--- src/rtl/ea_pkg.sv ---
package ea_pkg;

  typedef enum logic [3:0] {
    MD_REGIND  = 4'd0,
    MD_INDEXED = 4'd1,
    MD_BASEOFF = 4'd2,
    MD_PCREL   = 4'd3,
    MD_SCALED  = 4'd4,
    MD_PREINC  = 4'd5,
    MD_POSTINC = 4'd6,
    MD_PREDEC  = 4'd7,
    MD_POSTDEC = 4'd8,
    MD_PREIND  = 4'd9,
    MD_POSTIND = 4'd10
  } eaMode_e;

  // Strobes from the sequencer to the datapath
  typedef struct packed {
    logic load;         // capture request fields
    logic rdLo;         // issue low pointer byte read
    logic rdHi;         // issue high pointer byte read
    logic capLo;        // store returned low byte
    logic finDirect;    // commit an arithmetic result
    logic finIndirect;  // commit a pointer-based result
  } ctrlStrobe_t;

  function automatic logic isIndirect(input logic [3:0] m);
    return (m == 4'(MD_PREIND)) || (m == 4'(MD_POSTIND));
  endfunction

endpackage

--- src/rtl/ea_datapath.sv ---
module ea_datapath
  import ea_pkg::*;
#(
  parameter int AW   = 16,
  parameter int DW   = 8,
  parameter int NREG = 8,
  localparam int RSW = $clog2(NREG)
) (
  input  logic              clk,
  input  logic              rstN,
  input  ctrlStrobe_t       stb,
  input  logic [3:0]        mode,
  input  logic [RSW-1:0]    regSel,
  input  logic [DW-1:0]     disp,
  input  logic [1:0]        scale,
  input  logic [AW-1:0]     pc,
  input  logic [NREG*AW-1:0] regBank,
  input  logic [7:0]        memRdata,
  output logic [AW-1:0]     ea,
  output logic              done,
  output logic              wbEn,
  output logic [AW-1:0]     wbData,
  output logic [AW-1:0]     memAddr,
  output logic              memRd
);

  localparam int EXT = AW - DW;

  logic [AW-1:0] bankArr [NREG];
  logic [AW-1:0] selVal;

  for (genvar gi = 0; gi < NREG; gi++) begin : g_unpack
    assign bankArr[gi] = regBank[gi*AW +: AW];
  end

  assign selVal = (regSel == '0) ? '0 : bankArr[regSel];

  // Captured request
  eaMode_e       modeQ;
  logic [AW-1:0] regQ;
  logic [AW-1:0] pcQ;
  logic [DW-1:0] dispQ;
  logic [1:0]    scaleQ;
  logic          selZeroQ;
  logic [7:0]    loQ;

  logic [AW-1:0] dispX;
  logic [AW-1:0] stepV;
  logic [AW-1:0] incV;
  logic [AW-1:0] decV;
  logic [AW-1:0] offSum;
  logic [AW-1:0] scaledSum;
  logic [AW-1:0] pcSum;
  logic [AW-1:0] directEa;
  logic [AW-1:0] directWb;
  logic          directWbEn;
  logic [AW-1:0] ptrAddr;
  logic [AW-1:0] ptrVal;
  logic [AW-1:0] indEa;

  assign dispX     = {{EXT{dispQ[DW-1]}}, dispQ};
  assign stepV     = AW'(1) << scaleQ;
  assign incV      = regQ + stepV;
  assign decV      = regQ - stepV;
  assign offSum    = regQ + dispX;
  assign scaledSum = (regQ << scaleQ) + dispX;
  assign pcSum     = pcQ + dispX;

  always_comb begin
    directEa   = regQ;
    directWb   = regQ;
    directWbEn = 1'b0;
    case (modeQ)
      MD_INDEXED, MD_BASEOFF: directEa = offSum;
      MD_PCREL:               directEa = pcSum;
      MD_SCALED:              directEa = scaledSum;
      MD_PREINC: begin
        directEa   = incV;
        directWb   = incV;
        directWbEn = 1'b1;
      end
      MD_POSTINC: begin
        directWb   = incV;
        directWbEn = 1'b1;
      end
      MD_PREDEC: begin
        directEa   = decV;
        directWb   = decV;
        directWbEn = 1'b1;
      end
      MD_POSTDEC: begin
        directWb   = decV;
        directWbEn = 1'b1;
      end
      default: directEa = regQ;
    endcase
  end

  // Pointer location: index applied before the fetch only in pre-indexed form
  assign ptrAddr = (modeQ == MD_PREIND) ? offSum : dispX;
  assign memAddr = stb.rdHi ? ptrAddr + AW'(1) : ptrAddr;
  assign memRd   = stb.rdLo | stb.rdHi;

  assign ptrVal = AW'({memRdata, loQ});
  assign indEa  = (modeQ == MD_POSTIND) ? ptrVal + regQ : ptrVal;

  always_ff @(posedge clk) begin
    if (!rstN) begin
      modeQ    <= MD_REGIND;
      regQ     <= '0;
      pcQ      <= '0;
      dispQ    <= '0;
      scaleQ   <= '0;
      selZeroQ <= 1'b1;
      loQ      <= '0;
    end else begin
      if (stb.load) begin
        modeQ    <= eaMode_e'(mode);
        regQ     <= selVal;
        pcQ      <= pc;
        dispQ    <= disp;
        scaleQ   <= scale;
        selZeroQ <= (regSel == '0);
      end
      if (stb.capLo) loQ <= memRdata;
    end
  end

  always_ff @(posedge clk) begin
    if (!rstN) begin
      ea     <= '0;
      done   <= 1'b0;
      wbEn   <= 1'b0;
      wbData <= '0;
    end else begin
      done <= stb.finDirect | stb.finIndirect;
      wbEn <= 1'b0;
      if (stb.finDirect) begin
        ea     <= directEa;
        wbEn   <= directWbEn & ~selZeroQ;
        wbData <= directWb;
      end else if (stb.finIndirect) begin
        ea <= indEa;
      end
    end
  end

endmodule

--- src/rtl/ea_ctrl.sv ---
module ea_ctrl
  import ea_pkg::*;
(
  input  logic        clk,
  input  logic        rstN,
  input  logic        start,
  input  logic [3:0]  mode,
  output ctrlStrobe_t stb,
  output logic        busy
);

  typedef enum logic [2:0] {
    ST_IDLE,
    ST_CALC,
    ST_RDLO,
    ST_RDHI,
    ST_LAST
  } state_e;

  state_e state, nextState;

  always_comb begin
    nextState = state;
    case (state)
      ST_IDLE: if (start) nextState = isIndirect(mode) ? ST_RDLO : ST_CALC;
      ST_CALC: nextState = ST_IDLE;
      ST_RDLO: nextState = ST_RDHI;
      ST_RDHI: nextState = ST_LAST;
      ST_LAST: nextState = ST_IDLE;
      default: nextState = ST_IDLE;
    endcase
  end

  always_ff @(posedge clk) begin
    if (!rstN) state <= ST_IDLE;
    else       state <= nextState;
  end

  always_comb begin
    stb             = '0;
    stb.load        = (state == ST_IDLE) && start;
    stb.rdLo        = (state == ST_RDLO);
    stb.rdHi        = (state == ST_RDHI);
    stb.capLo       = (state == ST_RDHI);
    stb.finDirect   = (state == ST_CALC);
    stb.finIndirect = (state == ST_LAST);
  end

  assign busy = (state != ST_IDLE);

endmodule

--- src/rtl/ea_unit.sv ---
module ea_unit
  import ea_pkg::*;
#(
  parameter int AW   = 16,
  parameter int DW   = 8,
  parameter int NREG = 8,
  localparam int RSW = $clog2(NREG)
) (
  input  logic               clk,
  input  logic               rstN,
  input  logic               start,
  input  logic [3:0]         mode,
  input  logic [RSW-1:0]     regSel,
  input  logic [DW-1:0]      disp,
  input  logic [1:0]         scale,
  input  logic [AW-1:0]      pc,
  input  logic [NREG*AW-1:0] regBank,
  output logic [AW-1:0]      ea,
  output logic               done,
  output logic               wbEn,
  output logic [AW-1:0]      wbData,
  output logic [AW-1:0]      memAddr,
  output logic               memRd,
  input  logic [7:0]         memRdata
);

  ctrlStrobe_t stb;
  logic        busy;

  ea_ctrl u_ctrl (
    .clk   (clk),
    .rstN  (rstN),
    .start (start),
    .mode  (mode),
    .stb   (stb),
    .busy  (busy)
  );

  ea_datapath #(.AW(AW), .DW(DW), .NREG(NREG)) u_dp (
    .clk      (clk),
    .rstN     (rstN),
    .stb      (stb),
    .mode     (mode),
    .regSel   (regSel),
    .disp     (disp),
    .scale    (scale),
    .pc       (pc),
    .regBank  (regBank),
    .memRdata (memRdata),
    .ea       (ea),
    .done     (done),
    .wbEn     (wbEn),
    .wbData   (wbData),
    .memAddr  (memAddr),
    .memRd    (memRd)
  );

endmodule

--- config.mk ---
export PLATFORM = sky130hd
export DESIGN_NAME = ea_unit
export DESIGN_NICKNAME = d
export VERILOG_FILES = /design/src/rtl/ea_pkg.sv /design/src/rtl/ea_datapath.sv /design/src/rtl/ea_ctrl.sv /design/src/rtl/ea_unit.sv
export SDC_FILE = /design/constraint.sdc
export NUM_CORES = 1
export LEC_CHECK = 0
export ABC_CLOCK_PERIOD_IN_PS = 5600
export BUFFER_PORTS_ARGS = -buffer_cell sky130_fd_sc_hd__buf_2
export CAP_MARGIN = 20
export CELL_PAD_IN_SITES_DETAIL_PLACEMENT = 0
export CELL_PAD_IN_SITES_GLOBAL_PLACEMENT = 2
export CORE_MARGIN = 4
export CORE_UTILIZATION = 31
export CTS_CLUSTER_SIZE = 12
export DETAILED_ROUTE_END_ITERATION = 7
export MAX_ROUTING_LAYER = met4
export PLACE_DENSITY = 0.88
export SLEW_MARGIN = 10
export SYNTH_ARGS = -nofsm -noshare
export SYNTH_HDL_FRONTEND = slang
export SYNTH_SLANG_ARGS = --single-unit
--- constraint.sdc ---
create_clock -name clk -period 5.6 [get_ports clk]
set_clock_uncertainty 0.2 [all_clocks]
set_input_delay 0.56 -clock clk [delete_from_list [all_inputs] [get_ports clk]]
set_output_delay 0.56 -clock clk [all_outputs]
set_load 0.02 [all_outputs]
==> out/summary.txt <==
outcome = complete, no violations
GRT overflow = 0
# fillers = 3264
latest clock arrival within the worst-skew pair = 360 ps
Mapped Area = 9296 sq um
Max-Cap Viols = 0
CP cell instances = ha_1, a211oi_2, nor2_1, o31ai_1, nand2_1, nor4_4, and4_2, and4_1, mux2_1, nor2_1, buf_2
CP Capture Type = primary output
sequential cell area fraction in the yosys report = 19.81%
Die ar. = 32820 sq um
Slew Limit Fails = 0
Post-synth EDFFs = 0
GRT Util Overall = 20.66%
num rows = 63
Final GP Congestion = 0.9436
setup repair bufs after CTS = 0
chip width = 181.2 microns
number of library cell types mapped by synthesis = 90
Final period util = 88.24%
ys async rst share = 0%
hold depth = 3
Slew HR = 31.44%
final setup fails = 0
hold path start = disp[6]
TNS Setup = 0 ps
Cells after Synth = 1216
Syn-to-layout area delta = 17.58%
RR Endpoint = u_dp.ea[12]$_SDFFE_PN0P_
FMAX = 202.4 MHz
non-filler cells, final = 1765
Die Span Y = 181.2 microns
Wirelength per Cell = 19.39 microns
slew of the pin with the lowest slew margin = 1028 ps
Num CTS Buffers = 9
syn nets = 1447
Post-DRT Antenna Nets = 0
Startpoint Class = register
end of the worst hold path = u_dp.dispQ[6]$_SDFFE_PN0P_
cell mode on critical path = nor2_1
most common cell after layout, fill and taps aside = nand2_1
WP data arrival = 4180 ps
IO buf count = 206
Final Hold Viols = 0
share of layout cells above drive strength 1 = 23.73%
Root Buffer Master = clkbuf_16
CTS Hold Bufs = 0
drt drc = 0
IO Pins = 223
pin count of the biggest net entering global routing = 60
TritonCTS clock tree = done
first-pass GRT wire length = 52430 microns
Worst VDD drop = 0.1106 mV
Initial Util = 31.37%
HP Class = primary input to register
family with the most delay on the worst path = simple AND/OR/NAND/NOR gates
Worst R2R Start = u_dp.scaleQ[0]$_SDFFE_PN0P_
routed wire length = 34230 microns
Main synth FF type = dfxtp_1
R2R setup slack = 1000 ps
LEAKAGE = 0.004630 uW
Final min period = 4941 ps
RSZ-0062 raised after global routing = false
Clock Pin Slew Worst Setup and Hold Paths = 70 ps
hpwl dp = 27580 microns
Worst EP required = 4840 ps
via count = 9601
Max clock buf depth = 2
most frequent cells in the layout = 218 x nand2_1, 206 x buf_2, 92 x dfxtp_1
worst-path fanout max = 13
placed cell area = 10630 sq um
CTS-repair resized insts = 0
Power Dens Cells = 193.8 nW/um^2
Core Area = 29640 sq um
Critical Path Max Stage Delay = 870 ps
CP max-delay cell = dfxtp_1
cell area after layout = 10930 sq um
synthesized area per cell = 7.645 sq um
Iter 0 DRT Violations = 701
Via density = 5.440
Placed Cells = 1746
WP buf/inv = 1
number of global-route vias before repair = 9271
initial antenna violation count = 1
clock sinks = 92
Synthesis Warnings = 0
depth of the CTS H-tree = 3
NumNets Final = 1600
Reg2Reg Depth = 13
Seq cells post-synth = 92
CP Class = register to primary output
DR pass1 iterations = 5
[where the power goes]
| group | switching, uW | internal [uW] |
|---|---|---|
| clock network | 294 | 313 |
| registers | 59.8 | 693 |
| logic | 450 | 308 |
| total | 804 | 1310 |
[how the worst max path moves through the flow]
stage	start	slack (ps)	cells after the start	to
3_5_place_dp	u_dp.regQ[1]$_SDFFE_PN0P_	1010	11	memAddr[15]
2_1_floorplan	u_dp.scaleQ[0]$_SDFFE_PN0P_	1460	15	u_dp.ea[13]$_SDFFE_PN0P_
4_1_cts	u_dp.regQ[1]$_SDFFE_PN0P_	620	11	memAddr[15]
5_1_grt	u_dp.regQ[1]$_SDFFE_PN0P_	380	11	memAddr[15]
6_report	u_dp.regQ[1]$_SDFFE_PN0P_	660	11	memAddr[15]
3_3_place_gp	u_dp.scaleQ[0]$_SDFFE_PN0P_	1000	13	u_dp.ea[12]$_SDFFE_PN0P_
[cell families after synthesis]
logic type	Yosys count	synth area share [%]
adder cells (fa/ha/maj)	59	8.345
AO/OA/AOI/OAI	377	27.81
flip-flops	92	19.81
XOR/XNOR	71	6.689
multiplexers	62	10.16
AND/OR/NAND/NOR	435	22.02
buffers and inverters	120	5.168
[layout make-up]
class	instances	area, sq um	area share (%)
inverter	32	120.1	1.099
timing repair buffer	230	1209	11.06
clock inverter	7	65.06	0.5952
antenna	1	2.502	0.02289
tap	390	488.0	4.464
multi-input combinational	1004	6979	63.85
clock buffer	9	225.2	2.060
sequential	92	1842	16.85
[state kept, by name (all words and copies together) (netlist names)]
name / flops
u_ctrl.state: 3
u_dp.dispQ: 8
u_dp.done: 1
u_dp.ea: 16
u_dp.loQ: 8
u_dp.modeQ: 4
u_dp.pcQ: 16
u_dp.regQ: 16
u_dp.scaleQ: 2
u_dp.selZeroQ: 1
u_dp.wbData: 16
u_dp.wbEn: 1
[metal layers]
| metal | GRT usage, % | up-vias | share of wire, % |
|---|---|---|---|
| met1 | 26.86 | 4464 | 45 |
| met2 | 32.80 | 342 | 45 |
| met4 | 7.866 | 0 | 3.6 |
| met3 | 2.758 | 51 | 6.1 |
| li1 | - | 4744 | - |
| met5 | - | - | 0 |
[synth_stat cells, types with 4 or more instances]
| library cell | number | area share [%] |
|---|---|---|
| a211oi_1 | 18 | 1.5 |
| a21boi_0 | 57 | 4.6 |
| a21o_1 | 17 | 1.4 |
| a21oi_1 | 62 | 3.3 |
| a221oi_1 | 16 | 1.5 |
| a22oi_1 | 17 | 1.4 |
| and2_1 | 17 | 1.1 |
| and3_1 | 7 | 0.47 |
| buf_1 | 9 | 0.36 |
| buf_2 | 5 | 0.27 |
| clkbuf_1 | 69 | 2.8 |
| dfxtp_1 | 92 | 20 |
| fa_1 | 5 | 1.1 |
| ha_1 | 54 | 7.3 |
| inv_1 | 32 | 1.3 |
| mux2_2 | 28 | 3.4 |
| mux2i_1 | 10 | 1.1 |
| mux4_2 | 23 | 5.6 |
| nand2_1 | 218 | 8.8 |
| nand2b_1 | 9 | 0.61 |
| nand3_1 | 12 | 0.65 |
| nand3b_1 | 4 | 0.32 |
| nand4_1 | 5 | 0.34 |
| nor2_1 | 74 | 3.0 |
| nor2b_1 | 14 | 0.94 |
| nor3_1 | 27 | 1.5 |
| nor3b_1 | 5 | 0.40 |
| nor4_1 | 6 | 0.40 |
| o2111ai_1 | 8 | 0.75 |
| o211ai_1 | 8 | 0.65 |
| o21a_1 | 10 | 0.81 |
| o21ai_0 | 87 | 4.7 |
| o21bai_1 | 8 | 0.65 |
| o221ai_1 | 4 | 0.38 |
| o22ai_1 | 12 | 0.81 |
| o311ai_0 | 4 | 0.38 |
| o31ai_1 | 7 | 0.57 |
| or2_2 | 7 | 0.47 |
| or3_1 | 9 | 0.61 |
| xnor2_1 | 40 | 3.8 |
| xor2_1 | 31 | 2.9 |
[through the flow]
stage,utilization (%),setup WS [ps],power [uW],hold slack (ps)
2_1_floorplan,-,1456,1258,200.7
3_3_place_gp,35.85,1002,1516,244.8
3_5_place_dp,35.85,1014,1522,253.9
4_1_cts,36.83,619.7,2139,244.1
5_1_grt,36.88,378.9,2244,262.7
6_report,36.88,658.6,2118,253.1
[tightest hold or removal path: cells and delay by family]
kind / cells / cell delay [ps]
buf+inv: 1 / 90
simple gates: 1 / 40
compound gates: 1 / 60
Note: power is estimated with default switching activity, not from simulation.
